## src/rtl/pci_rd_pkg.sv

```systemverilog
package pci_rd_pkg;

   typedef enum logic [1:0] {
      KIND_SETUP = 2'b00,
      KIND_DESC  = 2'b01,
      KIND_TXBUF = 2'b10,
      KIND_RSVD  = 2'b11
   } rd_kind_e;

   typedef enum logic [2:0] {
      ST_IDLE,
      ST_REQ,
      ST_ADDR,
      ST_DATA,
      ST_END
   } rd_state_e;

   localparam logic [3:0] CMD_MEM_RD      = 4'b0110;
   localparam logic [3:0] CMD_MEM_RD_LINE = 4'b1110;
   localparam logic [3:0] CMD_MEM_RD_MULT = 4'b1100;
   localparam logic [3:0] CBE_ALL_LANES   = 4'b0000;

endpackage

```

## src/rtl/pci_rd_cmdsel.sv

```systemverilog
module pci_rd_cmdsel
   import pci_rd_pkg::*;
#(
   parameter bit BURST_SUPPORT = 1'b1
) (
   input  rd_kind_e   kind,
   input  logic       burst_en,
   input  logic       desc_burst,
   input  logic       multi_cmd,
   output logic [3:0] cmd,
   output logic       burst
);

   generate
      if (BURST_SUPPORT) begin : g_burst
         // descriptor fetches need the second enable as well
         assign burst = burst_en && ((kind != KIND_DESC) || desc_burst);
      end else begin : g_single
         logic unused_cfg;
         assign unused_cfg = burst_en ^ desc_burst;
         assign burst = 1'b0;
      end
   endgenerate

   always_comb begin
      if (burst && (kind == KIND_TXBUF))
         cmd = multi_cmd ? CMD_MEM_RD_MULT : CMD_MEM_RD_LINE;
      else
         cmd = CMD_MEM_RD;
   end

endmodule

```

## src/rtl/pci_rd_parity.sv

```systemverilog
module pci_rd_parity #(
   parameter int AD_W  = 32,
   parameter int CBE_W = AD_W / 8
) (
   input  logic             clk,
   input  logic             rst_n,
   input  logic             load,
   input  logic [AD_W-1:0]  ad,
   input  logic [CBE_W-1:0] cbe,
   output logic             par,
   output logic             par_oe
);

   always_ff @(posedge clk or negedge rst_n) begin
      if (!rst_n) begin
         par    <= 1'b0;
         par_oe <= 1'b0;
      end else begin
         par_oe <= load;
         if (load)
            par <= ^{ad, cbe};
      end
   end

endmodule

```

## src/rtl/pci_rd_lanes.sv

```systemverilog
module pci_rd_lanes #(
   parameter int AD_W  = 32,
   parameter int LANES = AD_W / 8,
   parameter int OFF_W = $clog2(LANES)
) (
   input  logic             first,
   input  logic [OFF_W-1:0] offset,
   input  logic [AD_W-1:0]  din,
   output logic [AD_W-1:0]  dout
);

   generate
      for (genvar b = 0; b < LANES; b++) begin : g_lane
         assign dout[8*b +: 8] = (first && (OFF_W'(b) < offset)) ? 8'h00 : din[8*b +: 8];
      end
   endgenerate

endmodule

```

## src/rtl/pci_rd_master.sv

```systemverilog
module pci_rd_master
   import pci_rd_pkg::*;
#(
   parameter int AD_W          = 32,
   parameter int CNT_W         = 8,
   parameter int DEVSEL_TO     = 4,
   parameter bit BURST_SUPPORT = 1'b1,
   localparam int CBE_W = AD_W / 8,
   localparam int OFF_W = $clog2(CBE_W),
   localparam int WA_W  = AD_W - OFF_W,
   localparam int TO_W  = $clog2(DEVSEL_TO + 1)
) (
   input  logic             clk,
   input  logic             rst_n,
   input  logic             req_valid,
   input  logic [AD_W-1:0]  req_addr,
   input  logic [CNT_W-1:0] req_words,
   input  logic [1:0]       req_kind,
   input  logic             cfg_burst_en,
   input  logic             cfg_desc_burst,
   input  logic             cfg_multi_cmd,
   output logic             busy,
   output logic             rd_valid,
   output logic [AD_W-1:0]  rd_data,
   output logic             done,
   output logic             err,
   output logic             pci_req_n_o,
   input  logic             pci_gnt_n_i,
   output logic             frame_n_o,
   output logic             irdy_n_o,
   output logic             ctl_oe,
   output logic [AD_W-1:0]  ad_o,
   output logic             ad_oe,
   input  logic [AD_W-1:0]  ad_i,
   output logic [CBE_W-1:0] cbe_o,
   output logic             cbe_oe,
   output logic             par_o,
   output logic             par_oe,
   input  logic             devsel_n_i,
   input  logic             trdy_n_i
);

   generate
      if (AD_W != 32) begin : g_bad_width
         $error("pci_rd_master: AD_W must be 32");
      end
      if (CNT_W < 1) begin : g_bad_cnt
         $error("pci_rd_master: CNT_W must be at least 1");
      end
      if (DEVSEL_TO < 1) begin : g_bad_to
         $error("pci_rd_master: DEVSEL_TO must be at least 1");
      end
   endgenerate

   localparam logic [CNT_W-1:0] ONE_WORD = CNT_W'(1);

   rd_state_e        st;
   rd_kind_e         kind_r;
   logic             ben_r, dburst_r, multi_r;
   logic [WA_W-1:0]  waddr;
   logic [OFF_W-1:0] off_r;
   logic             first_r;
   logic [CNT_W-1:0] left_all, left_txn;
   logic             dev_seen, abort_r;
   logic [TO_W-1:0]  tocnt;

   logic [3:0]       cmd;
   logic             burst;
   logic [AD_W-1:0]  lane_data;
   logic             last_ph, xfer;

   pci_rd_cmdsel #(.BURST_SUPPORT(BURST_SUPPORT)) u_cmd (
      .kind       (kind_r),
      .burst_en   (ben_r),
      .desc_burst (dburst_r),
      .multi_cmd  (multi_r),
      .cmd        (cmd),
      .burst      (burst)
   );

   pci_rd_lanes #(.AD_W(AD_W)) u_lanes (
      .first  (first_r),
      .offset (off_r),
      .din    (ad_i),
      .dout   (lane_data)
   );

   pci_rd_parity #(.AD_W(AD_W), .CBE_W(CBE_W)) u_par (
      .clk    (clk),
      .rst_n  (rst_n),
      .load   (st == ST_ADDR),
      .ad     (ad_o),
      .cbe    (cbe_o),
      .par    (par_o),
      .par_oe (par_oe)
   );

   assign last_ph = (left_txn == ONE_WORD);
   assign xfer    = (st == ST_DATA) && !trdy_n_i && !devsel_n_i;

   always_ff @(posedge clk or negedge rst_n) begin
      if (!rst_n) begin
         st       <= ST_IDLE;
         kind_r   <= KIND_SETUP;
         ben_r    <= 1'b0;
         dburst_r <= 1'b0;
         multi_r  <= 1'b0;
         waddr    <= '0;
         off_r    <= '0;
         first_r  <= 1'b0;
         left_all <= '0;
         left_txn <= '0;
         dev_seen <= 1'b0;
         abort_r  <= 1'b0;
         tocnt    <= '0;
         rd_valid <= 1'b0;
         rd_data  <= '0;
         done     <= 1'b0;
         err      <= 1'b0;
      end else begin
         rd_valid <= 1'b0;
         done     <= 1'b0;
         err      <= 1'b0;
         case (st)
            ST_IDLE: begin
               if (req_valid && (req_words != '0)) begin
                  kind_r   <= rd_kind_e'(req_kind);
                  ben_r    <= cfg_burst_en;
                  dburst_r <= cfg_desc_burst;
                  multi_r  <= cfg_multi_cmd;
                  waddr    <= req_addr[AD_W-1:OFF_W];
                  off_r    <= req_addr[OFF_W-1:0];
                  first_r  <= 1'b1;
                  left_all <= req_words;
                  st       <= ST_REQ;
               end
            end
            ST_REQ: begin
               if (!pci_gnt_n_i) begin
                  left_txn <= burst ? left_all : ONE_WORD;
                  st       <= ST_ADDR;
               end
            end
            ST_ADDR: begin
               tocnt    <= '0;
               dev_seen <= 1'b0;
               abort_r  <= 1'b0;
               st       <= ST_DATA;
            end
            ST_DATA: begin
               if (!devsel_n_i)
                  dev_seen <= 1'b1;
               if (xfer) begin
                  rd_valid <= 1'b1;
                  rd_data  <= lane_data;
                  first_r  <= 1'b0;
                  waddr    <= waddr + 1'b1;
                  left_all <= left_all - 1'b1;
                  left_txn <= left_txn - 1'b1;
                  if (last_ph)
                     st <= ST_END;
               end else if (!dev_seen && devsel_n_i) begin
                  if (tocnt == TO_W'(DEVSEL_TO - 1)) begin
                     abort_r <= 1'b1;
                     st      <= ST_END;
                  end else begin
                     tocnt <= tocnt + 1'b1;
                  end
               end
            end
            ST_END: begin
               if (abort_r || (left_all == '0)) begin
                  done <= 1'b1;
                  err  <= abort_r;
                  st   <= ST_IDLE;
               end else begin
                  st <= ST_REQ;
               end
            end
            default: st <= ST_IDLE;
         endcase
      end
   end

   always_comb begin
      busy        = (st != ST_IDLE);
      pci_req_n_o = (st != ST_REQ);
      ctl_oe      = (st == ST_ADDR) || (st == ST_DATA) || (st == ST_END);
      frame_n_o   = !((st == ST_ADDR) || ((st == ST_DATA) && !last_ph));
      irdy_n_o    = (st != ST_DATA);
      ad_oe       = (st == ST_ADDR);
      ad_o        = {waddr, {OFF_W{1'b0}}};
      cbe_oe      = (st == ST_ADDR) || (st == ST_DATA);
      cbe_o       = (st == ST_ADDR) ? cmd : CBE_ALL_LANES;
   end

endmodule

```

## config.mk

```make
export PLATFORM = sky130hd
export DESIGN_NAME = pci_rd_master
export DESIGN_NICKNAME = d
export VERILOG_FILES = /design/src/rtl/pci_rd_pkg.sv /design/src/rtl/pci_rd_cmdsel.sv /design/src/rtl/pci_rd_parity.sv /design/src/rtl/pci_rd_lanes.sv /design/src/rtl/pci_rd_master.sv
export SDC_FILE = /design/constraint.sdc
export NUM_CORES = 1
export LEC_CHECK = 0
export BUFFER_PORTS_ARGS = -buffer_cell sky130_fd_sc_hd__clkbuf_2
export CORE_MARGIN = 3
export CORE_UTILIZATION = 55
export DETAILED_ROUTE_END_ITERATION = 7
export HOLD_SLACK_MARGIN = 0.05
export PLACE_DENSITY = 0.84
export SLEW_MARGIN = 20
export SYNTH_ARGS = -nofsm -noshare
export SYNTH_HDL_FRONTEND = slang
export SYNTH_SLANG_ARGS = --single-unit
```

## constraint.sdc

```tcl
create_clock -name clk -period 5.5 [get_ports clk]
set_input_delay 0.55 -clock clk [delete_from_list [all_inputs] [get_ports clk]]
set_output_delay 0.55 -clock clk [all_outputs]
set_load 0.03 [all_outputs]
```

==> results_tabular.tex, run 1 <==
\begin{tabular}{lr}
\hline
Metric & Value \\
\hline
\multicolumn{2}{l}{\textbf{Status}} \\
Run status & finished clean \\
\multicolumn{2}{l}{\textbf{Floorplan}} \\
Die Span Y & between 100 and 150 µm \\
Starting Density & between 50 and 60\% \\
Horizontal extent of the die & 106 µm \\
Core Rows & 35 \\
I/O pin count & $\sim$160 \\
Core Box Area & 9460 µm² \\
Area of the die & 11200 µm² \\
\multicolumn{2}{l}{\textbf{Yosys}} \\
Number of instances in the synthesized netlist & 624 \\
Area of the mapped netlist & 5470 µm² \\
Most used flip-flop cell after synthesis & dfrtp\_1 \\
Per-instance average area after synthesis & slightly below 9 µm² \\
Count of flip-flops with a built-in enable after synthesis & 0 \\
Synthesis warning total & 0 \\
Sequential area share after synthesis & a little under half \\
Library cells used by synthesis & 61 \\
FF+latch count, synth & between 90 and 100 \\
Asr flop ratio synth & 100\% \\
\multicolumn{2}{l}{\textbf{Timing}} \\
Pins Over Slew Limit & 0 \\
Final worst path period need & 3.05 ns \\
Transition time at the pin with the least slew margin & between 0.8 and 0.9 ns \\
Endpoints failing setup & 0 \\
Worst-case clock skew & about 0.0087 ns \\
Slew margin rel. & between 40 and 50\% \\
Final Cycle Share & 55.5\% \\
Unrepaired setup endpoints after global routing & false \\
Worst Setup Slack, final & between 2 and 2.5 ns \\
Final Hold Viols & 0 \\
Fmax & $\sim$330 MHz \\
Setup TNS Final & 0 ns \\
\multicolumn{2}{l}{\textbf{Worst setup path}} \\
Worst R2R End & st[1] \\
Worst-path cell with the longest stage delay & dfrtp\_1 \\
R2r worst-path depth & 9 \\
Top Family by Delay on Critical Path & buffers and inverters \\
Setup crit end kind & flop \\
Startpoint type of the worst setup path & flop \\
Peak per-stage delay on the critical path & around 0.52 ns \\
Start of the worst register-to-register path & st[0] \\
Worst Path Arrival & 3.32 ns \\
Critical path class & reg2reg \\
Ordered list of cells on the worst path & and3b\_2 > inv\_2 > buf\_4 > or3\_1 > buf\_4 > inv\_2 > and4\_1 > o221ai\_2 > o221a\_1 \\
Critical Path Fanout Max & 65 \\
WP data required & approximately 5.8 ns \\
Setup slack on the worst flop-to-flop path & approximately 2.5 ns \\
Number of buffers and inverters on the critical path & 4 \\
\multicolumn{2}{l}{\textbf{Detailed routing}} \\
Final wirelength & $\sim$14000 µm \\
Routed vias/inst & 5.87 \\
Starting DRC count in detailed routing & 398 \\
Number of vias after detailed routing & 5249 \\
Drc violations & 0 \\
Antenna-violating nets left & 0 \\
Average wire per standard cell & roughly 16 µm \\
Number of detailed-routing iterations run before antenna repair & 5 \\
\multicolumn{2}{l}{\textbf{CTS}} \\
Number of clock sinks seen by CTS & a little under 100 \\
Clock network latency to the later pin of the worst-skew pair & around 0.38 ns \\
Cells resized by post-CTS repair & 0 \\
Post-CTS Hold Buffers & 0 \\
Clock buffers created by TritonCTS & 9 \\
Setup fix buffers added after clock tree synthesis & 0 \\
\# H-tree levels & 3 \\
Clock root buffer & clkbuf\_8 \\
Clk pin slew, worst setup/hold paths & 0.11 ns \\
TritonCTS clock tree & built \\
Clock tree buffer depth & 2 \\
\multicolumn{2}{l}{\textbf{Final layout}} \\
Signed area change from the synthesized netlist to the final layout & 18.4\% \\
Most used cells in the layout excluding fill and tap cells & 158 x clkbuf\_2, 113 x nand2\_1, 99 x dfrtp\_1 \\
Register area & between 2000 and 2500 µm² \\
Area of all placed cells without fillers & roughly 6500 µm² \\
Most common cell after layout, fill and taps aside & clkbuf\_2 \\
Layout Nets & around 860 \\
Multi-input gate area in the final layout & $\sim$2700 µm² \\
Ant. Diodes & 0 \\
Number of non-filler instances in the completed layout & approximately 890 \\
Total of fill cells in the finished design & $\sim$780 \\
Ratio of cells with drive above 1 in the final layout & 26.4\% \\
\multicolumn{2}{l}{\textbf{Worst hold path}} \\
Tightest Hold Check Type & in2async \\
\multicolumn{2}{l}{\textbf{Global routing}} \\
Aggregate global-route resource usage & 26.2\% \\
Number of global-route vias before repair & approximately 5000 \\
Pin count of the biggest net entering global routing & 66 \\
Antenna violations before repair & 0 \\
First-pass GRT wire length & 24100 µm \\
Global-route congestion overflow total & 0 \\
\multicolumn{2}{l}{\textbf{Power}} \\
Static leakage power & between 0.003 and 0.004 µW \\
Post-layout total power & roughly 4600 µW \\
Power Dens Cells & approximately 700 nW/µm² \\
Max rail drop VDD & $\sim$0.00044 V \\
\multicolumn{2}{l}{\textbf{Flow run}} \\
Number of max-cap violations & 0 \\
\multicolumn{2}{l}{\textbf{Placed design}} \\
Routability-driven placement congestion ratio & between 0.8 and 0.9 \\
Number of cells after detailed placement & slightly below 900 \\
DP Wirelength & roughly 10000 µm \\
Placed instance area & $\sim$6300 µm² \\
Buffers on Ports & approximately 160 \\
Setup slack at placement & around 2.5 ns \\
\hline
\end{tabular}
[cells in the mapped netlist (all sizes together), types with 4 or more instances]
library cell | n | area [µm²]
nand2 | 114 | 430
o22ai | 5 | 31.3
nand4 | 11 | 68.8
nand3 | 42 | 210
and2 | 4 | 25.0
mux2 | 7 | 78.8
nor3 | 12 | 60.1
inv | 21 | 78.8
xnor2 | 12 | 105
a32oi | 4 | 35.0
a31oi | 11 | 68.8
dfrtp | 99 | 2480
o22a | 11 | 96.3
a22oi | 6 | 45.0
nor2 | 47 | 179
and3 | 8 | 50.1
o21ai | 46 | 230
nor4 | 10 | 62.6
ha | 20 | 250
clkbuf | 13 | 48.8
buf | 28 | 171
a21oi | 46 | 249
[sequential cells by signal (all words and copies together), names as in the netlist, 2 cells and up]
| name | count |
|---|---|
| st | 3 |
| kind_r | 2 |
| left_txn | 8 |
| waddr | 30 |
| rd_data | 32 |
| tocnt | 3 |
| off_r | 2 |
| left_all | 8 |
[kinds of logic after synthesis]
group / Yosys count / synth area share (%)
compound gates: 157 / 18.6
xor+xnor: 15 / 2.65
fa+ha+maj: 20 / 4.58
buf+inv: 62 / 5.47
flops: 99 / 45.3
mux: 8 / 1.62
other cells: 1 / 0.0686
simple gates: 262 / 21.7
[per-layer routing]
layer	wire length, µm	GRT usage [%]	part of all wire (%)	vias to the layer above
met1	5950	35.8	41	2486
met2	7100	43.1	49	259
met3	1090	3.55	7.5	25
li1	-	-	-	2479
met5	0	0	0	-
met4	266	9.16	1.8	0
[how the worst max path moves through the flow]
stage	from	to	slack (ns)	cells past startpoint
2_1_floorplan	st[1]	frame_n_o	3.24	6
3_3_place_gp	st[0]	st[1]	2.63	9
3_5_place_dp	st[0]	st[1]	2.53	9
4_1_cts	st[0]	st[1]	2.49	9
5_1_grt	st[0]	st[1]	2.26	9
6_report	st[0]	st[1]	2.45	9
[through the flow]
stage,hold slack [ns],utilization [%]
floorplan,0.254,-
global placement,0.450,66.1
detailed placement,0.456,66.1
CTS,0.121,68.4
global route,0.131,68.5
finish,0.117,68.5
[where the power goes]
group	total, µW	internal [µW]	switching (µW)
Combinational	2710	1030	1690
Sequential	1420	1060	364
Clock	489	185	305
[final cells by class]
| type | instances | share of cell area, % |
|---|---|---|
| tap | 129 | 2.49 |
| sequential | 99 | 38.3 |
| clock inverter | 7 | 1.41 |
| clock buffer | 9 | 1.91 |
| timing repair buffer | 164 | 12.9 |
| multi-input combinational | 465 | 41.8 |
| inverter | 21 | 1.22 |
[worst register-to-register path, cell delays in order, from the launching register on]
cell	delay, ns
dfrtp_1	0.52
and3b_2	0.26
inv_2	0.03
buf_4	0.32
or3_1	0.40
buf_4	0.25
inv_2	0.48
and4_1	0.32
o221ai_2	0.13
o221a_1	0.25
Power figures use the tool's default switching activity.
==> run 2: changes to the inputs <==
Settings changed: CORE_UTILIZATION 55 to 47, PLACE_DENSITY 0.84 to 0.77.
Clock period 5.5 ns to 2.7 ns, I/O delays scaled along.
==> results_tabular.tex, run 2 (synthesis gave the netlist of run 1 again) <==
\begin{tabular}{lr}
\hline
Metric & Value \\
\hline
\multicolumn{2}{l}{\textbf{Global routing}} \\
Global-route congestion overflow total & 0 \\
Number of global-route vias before repair & about 5000 \\
First-pass GRT wire length & 24900 µm \\
Antenna violations before repair & 0 \\
Pin count of the biggest net entering global routing & 100 \\
Aggregate global-route resource usage & a little under a quarter \\
\multicolumn{2}{l}{\textbf{Floorplan}} \\
Die Span Y & 114 µm \\
Area of the die & about 13000 µm² \\
Core Rows & 38 \\
I/O pin count & $\sim$160 \\
Starting Density & 49.2\% \\
Core Box Area & 11100 µm² \\
Horizontal extent of the die & approximately 110 µm \\
\multicolumn{2}{l}{\textbf{Final layout}} \\
Signed area change from the synthesized netlist to the final layout & 21.5\% \\
Area of all placed cells without fillers & $\sim$6600 µm² \\
Top reg by flops & rd\_data \\
Most used cells in the layout excluding fill and tap cells & 158 x clkbuf\_2, 113 x nand2\_1, 99 x dfrtp\_1 \\
Ant. Diodes & 0 \\
Layout Nets & between 800 and 900 \\
Largest registers & rd\_data (32), waddr (30) \\
Ratio of cells with drive above 1 in the final layout & roughly a quarter \\
Most common cell after layout, fill and taps aside & clkbuf\_2 \\
Number of flip-flops in the largest register & 32 \\
Final core occ & about three fifths \\
\multicolumn{2}{l}{\textbf{Detailed routing}} \\
Antenna-violating nets left & 0 \\
Number of detailed-routing iterations run before antenna repair & 5 \\
Final wirelength & roughly 15000 µm \\
Routed vias/inst & roughly 5.8 \\
Starting DRC count in detailed routing & between 300 and 400 \\
Drc violations & 0 \\
Average wire per standard cell & around 17 µm \\
Number of vias after detailed routing & 5281 \\
\multicolumn{2}{l}{\textbf{Power}} \\
Power Dens Cells & between 1000 and 1500 nW/µm² \\
Clock network power share & roughly an eighth \\
P\_int & 5000 µW \\
Sw power & 4760 µW \\
Max rail drop VDD & 0.00131 V \\
Part of the total power dissipated in combinational logic & between 50\% and 60\% \\
Net switching fraction of the power & just under 50\% \\
Share of total power in sequential cells & between 20 and 30\% \\
Post-layout total power & 9760 µW \\
Static leakage power & 0.00325 µW \\
\multicolumn{2}{l}{\textbf{Worst setup path}} \\
Ordered list of cells on the worst path & and3b\_2 > inv\_2 > buf\_4 > buf\_4 > clkbuf\_2 \\
Peak per-stage delay on the critical path & about 0.47 ns \\
Top Family by Delay on Critical Path & buffers and inverters \\
Setup crit end kind & primary output \\
Critical Path Fanout Max & 34 \\
Setup slack on the worst flop-to-flop path & between 0.3 and 0.4 ns \\
Startpoint type of the worst setup path & flop \\
Number of buffers and inverters on the critical path & 4 \\
Critical path class & reg2out \\
Worst-path cell with the longest stage delay & dfrtp\_1 \\
Most prevalent standard cell on the critical path & buf\_4 \\
Worst Path Arrival & 2.19 ns \\
WP data required & about 2.4 ns \\
\multicolumn{2}{l}{\textbf{CTS}} \\
Clk pin slew, worst setup/hold paths & 0.07 ns \\
Clock network latency to the later pin of the worst-skew pair & between 0.3 and 0.4 ns \\
Clock root buffer & clkbuf\_16 \\
Cells resized by post-CTS repair & 0 \\
TritonCTS clock tree & built \\
\# H-tree levels & 3 \\
Number of clock sinks seen by CTS & 99 \\
Clock tree buffer depth & 2 \\
Clock buffers created by TritonCTS & 9 \\
\multicolumn{2}{l}{\textbf{Timing}} \\
Pins Over Slew Limit & 0 \\
Setup TNS Final & 0 ns \\
Fmax & between 400 and 500 MHz \\
Final Hold Viols & 0 \\
Worst Hold Margin & about 0.11 ns \\
Unrepaired setup endpoints after global routing & false \\
Transition time at the pin with the least slew margin & 0.735 ns \\
Worst-case clock skew & approximately 0.011 ns \\
Slew margin rel. & between 50\% and 60\% \\
Final worst path period need & 2.46 ns \\
Endpoints failing setup & 0 \\
Final Cycle Share & between 90\% and 100\% \\
\multicolumn{2}{l}{\textbf{Flow run}} \\
Number of max-cap violations & 0 \\
\multicolumn{2}{l}{\textbf{Status}} \\
Run status & finished clean \\
\multicolumn{2}{l}{\textbf{Worst hold path}} \\
Tightest Hold Check Type & in2reg \\
\multicolumn{2}{l}{\textbf{Placed design}} \\
DP Wirelength & approximately 11000 µm \\
Placed instance area & 6330 µm² \\
Routability-driven placement congestion ratio & 0.911 \\
Buffers on Ports & around 160 \\
\hline
\end{tabular}
[run 2: cell count changes in the layout (fill, tap and decap cells not counted), moves of 3 or more]
cell / before / now
inv_6: 3 / 0
buf_4: 6 / 9
clkbuf_16: 0 / 9
clkinvlp_4: 0 / 3
clkbuf_8: 9 / 0
clkinv_8: 4 / 0
[run 2: layout make-up]
cell class / instances / area (µm²)
Tap cell: 140 / 175
Clock buffer: 10 / 229
Sequential cell: 99 / 2480
Timing Repair Buffer: 170 / 908
Clock inverter: 6 / 66.3
Inverter: 21 / 78.8
Multi-Input combinational cell: 465 / 2710
Fill cell: 995 / 4480
[run 2: layer usage]
layer  vias up  track usage (%)  share of wire, %
met3        27             6.15               6.2
met5         -                0                 0
li1       2490                -                 -
met4         0             7.76               2.0
met1      2550             30.9                42
met2       214             39.6                50
[run 2: what timing repair did]
action	CTS	global route
buffers inserted	0	0
hold buffers	1	0
hold endpoints to repair	99	0
[run 2: final timing paths]
path,start,end,cells past startpoint
setup / recovery,st[1],irdy_n_o,5
hold / removal,ad_i[31],rd_data[31],3
setup reg to reg,st[0],waddr[18],5
hold reg to reg,rd_data[9],rd_data[9],2
max in group asynchronous,rst_n,rd_data[0],3
min in group asynchronous,rst_n,waddr[3],3
[run 2: worst reg2reg max path: stages, from the launching register on]
cell and delay (ns):
dfrtp_1 0.48, or3_1 0.46, a211o_1 0.30, nand2_2 0.51
o21ai_0 0.20, a22o_1 0.26
[run 2: through the flow]
step	cells	worst slack, ns
detailed placement	894	0.419
global route	911	0.120
global placement	894	0.512
floorplan	626	0.560
finish	911	0.237
CTS	911	0.274
[run 2: power groups by stage]
| stage | Combinational [µW] | Sequential, µW | Clock, µW |
|---|---|---|---|
| after floorplan | 3400 | 3590 | 0 |
| after global placement | 5380 | 2840 | 0 |
| after detailed placement | 5530 | 2900 | 0 |
| after CTS | 5570 | 2890 | 1320 |
| after global routing | 6060 | 3020 | 1390 |
| final | 5540 | 2920 | 1300 |
